==> src/rtl/fsup_pkg.sv <==
package fsup_pkg;
  typedef struct packed {
    logic thermal;
    logic overcur;
    logic settled;
  } fsup_state_t;
endpackage

==> src/rtl/fsup_thermal.sv <==
module fsup_thermal (
  input  logic clk,
  input  logic rst_n,
  input  logic trip,
  input  logic release_i,
  output logic hot
);
  always_ff @(posedge clk or negedge rst_n) begin
    if (!rst_n)         hot <= 1'b0;
    else if (trip)      hot <= 1'b1;
    else if (release_i) hot <= 1'b0;
  end
endmodule

==> src/rtl/fsup_short_latch.sv <==
module fsup_short_latch #(
  parameter int N_BRIDGE = 4
) (
  input  logic                clk,
  input  logic                rst_n,
  input  logic                wipe,
  input  logic [N_BRIDGE-1:0] short_det,
  output logic                latched
);
  logic [N_BRIDGE-1:0] seen_q;
  logic [N_BRIDGE-1:0] confirm;

  for (genvar b = 0; b < N_BRIDGE; b++) begin : g_filt
    always_ff @(posedge clk or negedge rst_n) begin
      if (!rst_n)    seen_q[b] <= 1'b0;
      else if (wipe) seen_q[b] <= 1'b0;
      else           seen_q[b] <= short_det[b];
    end
    assign confirm[b] = seen_q[b] & short_det[b];
  end

  always_ff @(posedge clk or negedge rst_n) begin
    if (!rst_n)          latched <= 1'b0;
    else if (wipe)       latched <= 1'b0;
    else if (|confirm)   latched <= 1'b1;
  end
endmodule

==> src/rtl/fsup_settle_timer.sv <==
module fsup_settle_timer #(
  parameter int SETTLE_CYCLES = 8
) (
  input  logic clk,
  input  logic rst_n,
  input  logic hold,
  output logic settled
);
  localparam int CW = $clog2(SETTLE_CYCLES + 1);
  localparam logic [CW-1:0] LIMIT = CW'(SETTLE_CYCLES);
  logic [CW-1:0] cnt_q;

  always_ff @(posedge clk or negedge rst_n) begin
    if (!rst_n)             cnt_q <= '0;
    else if (hold)          cnt_q <= '0;
    else if (cnt_q != LIMIT) cnt_q <= cnt_q + 1'b1;
  end
  assign settled = (cnt_q == LIMIT);
endmodule

==> src/rtl/drv_fault_supervisor.sv <==
module drv_fault_supervisor
  import fsup_pkg::*;
#(
  parameter int N_BRIDGE      = 4,
  parameter int SETTLE_CYCLES = 8
) (
  input  logic                clk,
  input  logic                rst_n,
  input  logic                sleep_n,
  input  logic                ot_trip,
  input  logic                ot_clear,
  input  logic                uv_flag,
  input  logic [N_BRIDGE-1:0] short_det,
  output logic                drv_en,
  output logic                pump_en,
  output logic                fault_pull_low
);
  fsup_state_t st;

  fsup_thermal u_therm (
    .clk(clk), .rst_n(rst_n), .trip(ot_trip), .release_i(ot_clear), .hot(st.thermal)
  );

  fsup_short_latch #(.N_BRIDGE(N_BRIDGE)) u_short (
    .clk(clk), .rst_n(rst_n), .wipe(!sleep_n), .short_det(short_det), .latched(st.overcur)
  );

  fsup_settle_timer #(.SETTLE_CYCLES(SETTLE_CYCLES)) u_settle (
    .clk(clk), .rst_n(rst_n), .hold(!sleep_n || uv_flag), .settled(st.settled)
  );

  assign pump_en        = sleep_n;
  assign fault_pull_low = st.overcur;
  assign drv_en         = sleep_n && !uv_flag && st.settled && !st.thermal && !st.overcur;
endmodule

==> config.mk <==
export PLATFORM = sky130hd
export DESIGN_NAME = drv_fault_supervisor
export DESIGN_NICKNAME = d
export VERILOG_FILES = /design/src/rtl/fsup_pkg.sv /design/src/rtl/fsup_thermal.sv /design/src/rtl/fsup_short_latch.sv /design/src/rtl/fsup_settle_timer.sv /design/src/rtl/drv_fault_supervisor.sv
export SDC_FILE = /design/constraint.sdc
export NUM_CORES = 1
export LEC_CHECK = 0
export BUFFER_PORTS_ARGS = -buffer_cell sky130_fd_sc_hd__buf_2
export CORE_AREA = 2 2 39 41
export CTS_CLUSTER_SIZE = 10
export DETAILED_ROUTE_END_ITERATION = 10
export DIE_AREA = 0 0 41 43
export GPL_TIMING_DRIVEN = 0
export REMOVE_ABC_BUFFERS = 1
export SLEW_MARGIN = 20
export SYNTH_ARGS = -nofsm -noshare
export SYNTH_HDL_FRONTEND = slang
export SYNTH_SLANG_ARGS = --single-unit
==> constraint.sdc <==
create_clock -name clk -period 1 [get_ports clk]
set_input_delay 0 -clock clk [delete_from_list [all_inputs] [get_ports clk]]
set_output_delay 0 -clock clk [all_outputs]
set_load 0.02 [all_outputs]
==> results of run 1 <==
path summary, 6_finish.rpt:
| check | to | slack (ns) | cells after the start |
|---|---|---|---|
| max in group asynchronous | u_settle.cnt_q[1]$_DFFE_PN0P_ | 0.67 | 2 |
| max reg2reg | u_settle.cnt_q[1]$_DFFE_PN0P_ | -0.25 | 7 |
| min in group asynchronous | u_short.seen_q[3]$_DFF_PN0_ | 0.14 | 2 |
| min reg2reg | u_therm.hot$_DFFE_PN0P_ | 0.50 | 1 |
| min | u_therm.hot$_DFFE_PN0P_ | 0.02 | 3 |
| max | drv_en | -0.34 | 5 |
power by group through the flow:
stage                     combinational [mW]  sequential, mW  clock (mW)
final                                  0.115           0.434       0.256
after global routing                   0.128           0.436       0.290
after CTS                              0.109           0.433       0.270
after detailed placement              0.0804           0.443           0
after global placement                0.0783           0.443           0
after floorplan                       0.0331           0.445           0
metal layers:
layer / vias up / global-route usage, %
li1: 174 / -
met1: 160 / 15.3
met2: 10 / 21.6
met3: 0 / 3.14
met4: 0 / 8.00
met5: - / 0
through the flow:
stage,instances,hold slack [ns],area (µm²),util (%)
global route,78,0.0294,673,48.6
CTS,78,0.00955,656,47.4
global placement,65,-0.132,527,38.1
finish,78,0.0173,673,48.6
detailed placement,65,-0.128,527,38.1
floorplan,37,-0.296,447,-
cells in the final DEF (no fill, tap or decap), types with 2 or more instances in the layout:
master	count
buf_2	11
dfrtp_1	10
dlygate4sd3_1	6
and2_1	4
buf_4	4
nor2_1	3
clkbuf_4	3
inv_2	2
nand2b_1	2
a21oi_1	2
area by class of cell:
| type | count | area share (%) |
|---|---|---|
| clock buffers | 3 | 3.35 |
| well taps | 16 | 2.97 |
| flip-flops and latches | 10 | 37.2 |
| inverters | 3 | 1.67 |
| repair buffers | 22 | 23.2 |
| multi-input cells | 24 | 31.6 |
worst min-delay path: stages:
cell	delay, ns
buf_2	0.10
inv_1	0.04
a21o_1	0.10
logic make-up (layout without fill, tap and decap cells):
group | Yosys count | after routing | share of synthesized area [%]
AO/OA/AOI/OAI | 5 | 5 | 7.71
XOR/XNOR | 2 | 2 | 3.86
adder cells (fa/ha/maj) | 2 | 2 | 5.51
buffers and inverters | 4 | 28 | 4.13
flip-flops | 10 | 10 | 55.1
multiplexers | 1 | 1 | 2.20
AND/OR/NAND/NOR | 14 | 14 | 21.5
repair_timing:
action                     CTS  global route
pin swaps                    1             1
setup buffers                4             1
hold buffers                 6             0
setup endpoints to repair    4             5
hold endpoints to repair    15             0
resized for setup            4             6
flip-flops by register name, indices dropped and copies added, names as in the netlist:
register	cells
u_settle.cnt_q	4
u_short.seen_q	4
u_short.latched	1
u_therm.hot	1
==> summary.md, run 1 <==
| Metric | Value |
|---|---|
| Status | `finished, violations left` |
| Failing checks | `negative setup slack` |
| Wire per inst | `11.8 µm` |
| Placer Congestion | `0.659` |
| PortBufs | `12` |
| Initial Utilization | `32.8%` |
| RSZ-0062 raised after global routing | `true` |
| Area occupied by multi-input gates | `between 200 and 250 µm²` |
| Kind of critical path | `reg -> out` |
| DR vias/cell | `4.41` |
| Post-synth top area cell | `dfrtp_1` |
| Worst EP arrival | `1.34 ns` |
| Num ports | `13` |
| P_int | `a little over 0.6 mW` |
| Fraction of the cycle the final worst path needs | `134%` |
| Yosys reg bits | `10` |
| Slowest stage delay, CP | `0.39 ns` |
| Maxcap violations | `0` |
| Via count | `344` |
| Global route total overflow | `0` |
| Synth Warn # | `0` |
| Mapped Area | `454 µm²` |
| Total GRT Usage | `13.5%` |
| Rows | `14` |
| Initial drt markers | `9` |
| Die Width | `~40 µm` |
| Rel. slew slack | `between 80% and 90%` |
| Final Net Count | `76` |
| Buf/Inv on CP | `2` |
| Critical Path Start | `u_settle.cnt_q[0]$_DFFE_PN0P_` |
| Sw Pwr | `about 0.18 mW` |
| Die area | `0.00176 mm²` |
| Cts bufs inserted | `3` |
| Met3 WL post-DR | `35 µm` |
| Design Power | `0.805 mW` |
| WL met2 | `481 µm` |
| Drt first pass iters | `4` |
| CTS H-tree depth | `1` |
| First-pass GRT wire length | `1530 µm` |
| Pleak | `0.330 nW` |
| Register area | `250 µm²` |
| WP data required | `1.00 ns` |
| DR top layer | `met3` |
| Setup tns final | `-0.885 ns` |
| Synth top cells by count | `10 x dfrtp_1, 4 x and2_1, 3 x inv_1, 3 x nor2_1` |
| Vias in the first global route | `373` |
| Clk_skew | `0.00125 ns` |
| M1 WL | `401 µm` |
| Synth area leaders | `dfrtp_1 55%, and2_1 5.5%, ha_1 5.5%, nand3b_4 4.4%, nand2b_1 2.8%` |
| Clock sink count | `10` |
| Final min period | `roughly 1.3 ns` |
| Final Hold Fails | `0` |
| Logic gate share of total power | `14.3%` |
| Family with the most delay on the worst path | `flip-flops` |
| Count of pins over their slew limit | `0` |
| Synthesis-to-finish area growth | `48.2%` |
| Hold Path Class | `in -> reg` |
| Antenna cells | `0` |
| Post-synthesis sequential area ratio | `55.1%` |
| Most frequent cell after synthesis | `dfrtp_1` |
| CP Capture Type | `output pin` |
| Critical Path Fanout Max | `2` |
| Fill count | `122` |
| Synth top area share | `55.1%` |
| Sequential power share | `53.9%` |
| Hold path start | `ot_clear` |
| Initial antenna violation count | `0` |
| Clk network pwr share | `between 30% and 40%` |
| Number of synthesized flops with an enable pin | `0` |
| Most used flip-flop cell after synthesis | `dfrtp_1` |
| Max frequency | `745 MHz` |
| Crit-path cells | `inv_2 -> ha_4 -> nand3b_4 -> nor4_2 -> buf_4` |
| PD cells | `1200 mW/mm²` |
| Largest net degree at the start of global routing | `11` |
| Fraction of registers with async set/reset | `100%` |
| Reg2reg start | `u_settle.cnt_q[0]$_DFFE_PN0P_` |
| Setup slack after layout | `-0.342 ns` |
| # DRC | `0` |
| Worst-margin pin slew | `approximately 0.28 ns` |
| Overall routed net length | `919 µm` |
| Worst-case clock buffer depth | `2` |
| Synth cell types | `19` |
| Clk slew on worst S/H paths | `~0.06 ns` |
| Synthesized instance count | `38` |
| Pre-CTS setup slack | `-0.212 ns` |
| Crit start category | `register` |
| Root buf cell | `clkbuf_4` |
| Synth Area per Inst | `approximately 12 µm²` |
| Sw Share | `22.5%` |
| Final setup vio count | `4` |
| Clock insertion delay at the later pin of the skew report | `0.25 ns` |
| VDD IR-drop max | `0.717 mV` |
| CTS tree | `yes` |
| Critical-path top delay cell | `dfrtp_1` |
| DIE HEIGHT | `43 µm` |
| Share of cells above drive strength 1 | `approximately 44%` |
| Total core area | `0.00138 mm²` |
| Routed Antenna Nets | `0` |
(Power assumes the default switching activity.)
==> inputs of run 2 (changes only) <==
Settings changed: PLACE_DENSITY_LB_ADDON set to 0.2.
==> summary.md, run 2 (synthesis gave the netlist of run 1 again) <==
| Metric | Value |
|---|---|
| Cts bufs inserted | `3` |
| Setup slack after layout | `-0.269 ns` |
| # DRC | `0` |
| Initial antenna violation count | `0` |
| Critical R2R Capture | `u_settle.cnt_q[1]$_DFFE_PN0P_` |
| Die Width | `41 µm` |
| Critical Path Fanout Max | `2` |
| Hold Slack | `between 0.02 and 0.025 ns` |
| Detailed Place HPWL | `555 µm` |
| Critical Path Start | `u_settle.cnt_q[1]$_DFFE_PN0P_` |
| Clk_skew | `roughly 0.0017 ns` |
| Crit start category | `register` |
| VDD IR-drop max | `0.684 mV` |
| PD cells | `around 1300 mW/mm²` |
| Max frequency | `788 MHz` |
| Vias in the first global route | `~380` |
| Crit-path cells | `inv_2 -> ha_4 -> nand3b_4 -> buf_4 -> buf_6 -> mux2i_1 -> nor2_1` |
| Worst Reg-to-Reg Cells | `7` |
| Antenna cells | `0` |
| Worst-case clock buffer depth | `2` |
| End-of-flow core utilization | `51.5%` |
| Share of cells above drive strength 1 | `44.6%` |
| Placer Congestion | `0.587` |
| Clock sink count | `10` |
| Die area | `0.00176 mm²` |
| Overall routed net length | `831 µm` |
| Setup tns final | `-0.791 ns` |
| Worst-margin pin slew | `0.284 ns` |
| Root buf cell | `clkbuf_4` |
| WL met2 | `443 µm` |
| Buf/Inv on CP | `3` |
| Reg2reg start | `u_settle.cnt_q[1]$_DFFE_PN0P_` |
| Largest net degree at the start of global routing | `11` |
| Clk slew on worst S/H paths | `approximately 0.07 ns` |
| DIE HEIGHT | `43 µm` |
| DR vias/cell | `~4.5` |
| PortBufs | `12` |
| DR top layer | `met3` |
| Pleak | `~0.35 nW` |
| WP depth | `7` |
| Family with the most delay on the worst path | `flip-flops` |
| First-pass GRT wire length | `1480 µm` |
| Leading cell type in the layout, fill and taps excluded | `buf_2` |
| WP data required | `1.14 ns` |
| Initial drt markers | `4` |
| Hold Path Class | `in -> reg` |
| Final min period | `1.27 ns` |
| Via count | `365` |
| Critical-path top delay cell | `dfrtp_1` |
| Routed Antenna Nets | `0` |
| Total GRT Usage | `13.4%` |
| RSZ-0062 raised after global routing | `true` |
| Global route total overflow | `0` |
| Met3 WL post-DR | `34 µm` |
| Fraction of the cycle the final worst path needs | `127%` |
| CTS H-tree depth | `1` |
| Maxcap violations | `0` |
| Status | `finished, violations left` |
| Final setup vio count | `4` |
| Slowest stage delay, CP | `~0.38 ns` |
| Synthesis-to-finish area growth | `57.0%` |
| Drt first pass iters | `4` |
| Failing checks | `negative setup slack` |
| Total core area | `0.00138 mm²` |
| Post-Layout Cell Count | `81` |
| Setup crit end | `u_settle.cnt_q[1]$_DFFE_PN0P_` |
| Top Registers | `u_settle.cnt_q: 4 flops, u_short.seen_q: 4 flops` |
| Rows | `14` |
| Commonest non-fill, non-tap cells in the layout | `11 x buf_2, 10 x dfrtp_1, 7 x dlygate4sd3_1` |
| Inst Count DP | `65` |
| Setup slack, reg-to-reg | `-0.27 ns` |
| Worst EP arrival | `1.41 ns` |
| Final Net Count | `78` |
| Kind of critical path | `reg -> reg` |
| Wire per inst | `10.3 µm` |
| Rel. slew slack | `81.1%` |
| CTS tree | `yes` |
| Clock insertion delay at the later pin of the skew report | `0.26 ns` |
| M1 WL | `353 µm` |
| Num ports | `13` |
| Final Hold Fails | `0` |
| Count of pins over their slew limit | `0` |
| Initial Utilization | `32.8%` |
| CP Capture Type | `register` |
[run 2: changes by cell type in the layout (fill, tap and decap cells not counted)]
| cell | delta |
|---|---|
| clkbuf_8 | +1 |
| nor4_2 | -1 |
| dlygate4sd3_1 | +1 |
| buf_4 | +1 |
| nor4_4 | +1 |
[run 2: how the worst min path moves through the flow]
stage,startpoint,end,slack (ns),cells after the start
after floorplan,rst_n,u_settle.cnt_q[0]$_DFFE_PN0P_,-0.30,0
final,sleep_n,u_short.seen_q[3]$_DFF_PN0_,0.02,2
after global routing,sleep_n,u_short.latched$_DFFE_PN0P_,0.03,2
after CTS,sleep_n,u_short.seen_q[3]$_DFF_PN0_,0.02,2
after global placement,rst_n,u_settle.cnt_q[2]$_DFFE_PN0P_,-0.13,1
after detailed placement,rst_n,u_settle.cnt_q[2]$_DFFE_PN0P_,-0.13,1
[run 2: final cells by class]
cell class	instances	area, µm²
Inverter	3	11.3
Clock buffer	4	36.3
Tap cell	16	20.0
Fill cell	136	671
Sequential cell	10	250
Multi-Input combinational cell	24	221
Timing Repair Buffer	24	174
[run 2: power breakdown]
part | internal, mW | switching (mW)
clock | 0.221 | 0.137
combinational | 0.0681 | 0.0533
sequential | 0.423 | 0.0126
total | 0.712 | 0.203
[run 2: through the flow]
stage          worst slack [ns]  instance area, µm²  power [mW]
5_1_grt                  -0.350                 713       0.975
2_1_floorplan            -0.225                 447       0.478
3_3_place_gp             -0.204                 527       0.521
4_1_cts                  -0.408                 676       0.926
3_5_place_dp             -0.210                 527       0.523
6_report                 -0.269                 713       0.915
[run 2: timing repair]
| item | 4_1_cts | 5_1_grt |
|---|---|---|
| pin swaps | 3 | 1 |
| resized for setup | 3 | 7 |
| endpoints found under the setup margin | 4 | 4 |
| buffers inserted | 4 | 1 |
| endpoints found under the hold margin | 15 | 0 |
| hold buffers | 7 | 0 |
[run 2: layer usage]
layer,GRT usage [%],vias up
met5,0,-
met4,10.0,0
met3,4.71,0
met2,20.6,8
met1,13.9,176
li1,-,181
==> inputs of run 3 (changes only) <==
Settings changed: PLACE_DENSITY set to 0.55, PLACE_DENSITY_LB_ADDON 0.2 to not set.
==> summary.md, run 3 (synthesis gave the netlist of run 1 again) <==
| Metric | Value |
|---|---|
| Post-Layout Cell Count | `78` |
| Crit start category | `register` |
| Clk_skew | `0.00447 ns` |
| Root buf cell | `clkbuf_4` |
| Crit-path cells | `inv_2 -> ha_4 -> nand3b_4 -> nor4_4 -> buf_4` |
| Overall routed net length | `between 800 and 900 µm` |
| Final Hold Fails | `0` |
| CTS tree | `yes` |
| Leading cell type in the layout, fill and taps excluded | `buf_2` |
| Largest net degree at the start of global routing | `11` |
| Worst-case clock buffer depth | `2` |
| Initial antenna violation count | `0` |
| Global route total overflow | `0` |
| Initial drt markers | `1` |
| Slowest stage delay, CP | `0.39 ns` |
| Setup tns final | `-0.668 ns` |
| Failing checks | `negative setup slack` |
| Final setup vio count | `4` |
| PortBufs | `12` |
| Clk slew on worst S/H paths | `about 0.06 ns` |
| Total core area | `approximately 0.0014 mm²` |
| Setup slack, reg-to-reg | `-0.17 ns` |
| Hold Path Class | `in -> reg` |
| Critical Path Fanout Max | `2` |
| Drt first pass iters | `4` |
| Hold path start | `ot_clear` |
| First-pass GRT wire length | `1660 µm` |
| Placer Congestion | `just over 0.6` |
| Cts bufs inserted | `3` |
| Pre-CTS setup slack | `-0.206 ns` |
| Rel. slew slack | `about 80%` |
| Share of cells above drive strength 1 | `between 40% and 50%` |
| Commonest non-fill, non-tap cells in the layout | `11 x buf_2, 10 x dfrtp_1, 6 x dlygate4sd3_1` |
| Critical Path Start | `u_settle.cnt_q[0]$_DFFE_PN0P_` |
| Total GRT Usage | `14.0%` |
| Num ports | `13` |
| Via count | `349` |
| PD cells | `1210 mW/mm²` |
| WP data required | `1.00 ns` |
| Worst EP arrival | `1.26 ns` |
| Worst-margin pin slew | `0.277 ns` |
| Clock insertion delay at the later pin of the skew report | `0.25 ns` |
| Reg2reg start | `u_settle.cnt_q[0]$_DFFE_PN0P_` |
| Family with the most delay on the worst path | `flip-flops` |
| Pleak | `around 0.33 nW` |
| Vias in the first global route | `419` |
| Setup slack after layout | `-0.259 ns` |
| DR vias/cell | `4.47` |
| Die Width | `41 µm` |
| VDD IR-drop max | `between 0.7 and 0.8 mV` |
| Status | `finished, violations left` |
| Die area | `0.00176 mm²` |
| Area after DPL | `527 µm²` |
| Clock sink count | `10` |
| Max frequency | `794 MHz` |
| Initial Utilization | `32.8%` |
| Design Power | `0.816 mW` |
| CTS H-tree depth | `1` |
| Detailed Place HPWL | `567 µm` |
| Hold Slack | `0.0198 ns` |
| Wire per inst | `11.4 µm` |
| Routed Antenna Nets | `0` |
| Antenna cells | `0` |
| Rows | `14` |
| Buf/Inv on CP | `2` |
| Inst Count DP | `65` |
| Final instance area | `676 µm²` |
| DIE HEIGHT | `43 µm` |
| RSZ-0062 raised after global routing | `true` |
| Synthesis-to-finish area growth | `48.8%` |
| Maxcap violations | `0` |
| CP Capture Type | `output pin` |
| Count of pins over their slew limit | `0` |
| Top Registers | `u_settle.cnt_q: 4 flops, u_short.seen_q: 4 flops` |
| # DRC | `0` |
| Fraction of the cycle the final worst path needs | `126%` |
| Kind of critical path | `reg -> out` |
| Critical-path top delay cell | `dfrtp_1` |
| End-of-flow core utilization | `48.8%` |
| Final Net Count | `76` |
| Final min period | `approximately 1.3 ns` |
==> run 3: cell count changes in the layout (fill, tap and decap cells not counted) <==
cell / change
buf_6: -1
clkbuf_8: -1
dlygate4sd3_1: -1
ha_1: +1
ha_2: -1
==> run 3: path summary, 6_finish.rpt <==
kind,endpoint,depth (start not counted)
setup / recovery,drv_en,5
hold / removal,u_therm.hot$_DFFE_PN0P_,3
setup reg to reg,u_settle.cnt_q[1]$_DFFE_PN0P_,6
hold reg to reg,u_therm.hot$_DFFE_PN0P_,1
max in group asynchronous,u_settle.cnt_q[3]$_DFFE_PN0P_,2
min in group asynchronous,u_short.latched$_DFFE_PN0P_,2
==> run 3: worst min-delay path: stages <==
cell    delay (ns)
buf_2         0.10
inv_1         0.04
a21o_1        0.10
==> run 3: routing by layer <==
| metal | vias up | share of wire, % | GRT usage (%) |
|---|---|---|---|
| met3 | 0 | 3.5 | 3.66 |
| met5 | - | 0 | 0 |
| met4 | 0 | 0 | 6.00 |
| met1 | 167 | 40 | 15.7 |
| met2 | 7 | 56 | 23.4 |
| li1 | 175 | - | - |
==> run 3: layout make-up <==
| cell class | count | area (µm²) |
|---|---|---|
| clock buffers | 3 | 22.5 |
| fillers | 139 | 708 |
| inverters | 3 | 11.3 |
| multi-input cells | 24 | 219 |
| flip-flops and latches | 10 | 250 |
| well taps | 16 | 20.0 |
| repair buffers | 22 | 153 |
==> run 3: repair_timing <==
action                                  in CTS  in global routing
resized for setup                            5                  3
hold endpoints to repair                    15                  0
endpoints found under the setup margin       4                  4
pin swaps                                    1                  1
buffers inserted                             4                  0
hold buffers                                 6                  0
==> run 3: power by group <==
| part | switching, mW | internal (mW) | total [mW] | leakage, nW |
|---|---|---|---|---|
| combinational | 0.0551 | 0.0670 | 0.122 | 0.191 |
| sequential | 0.0128 | 0.423 | 0.436 | 0.130 |
| clock | 0.120 | 0.138 | 0.258 | 0.0138 |
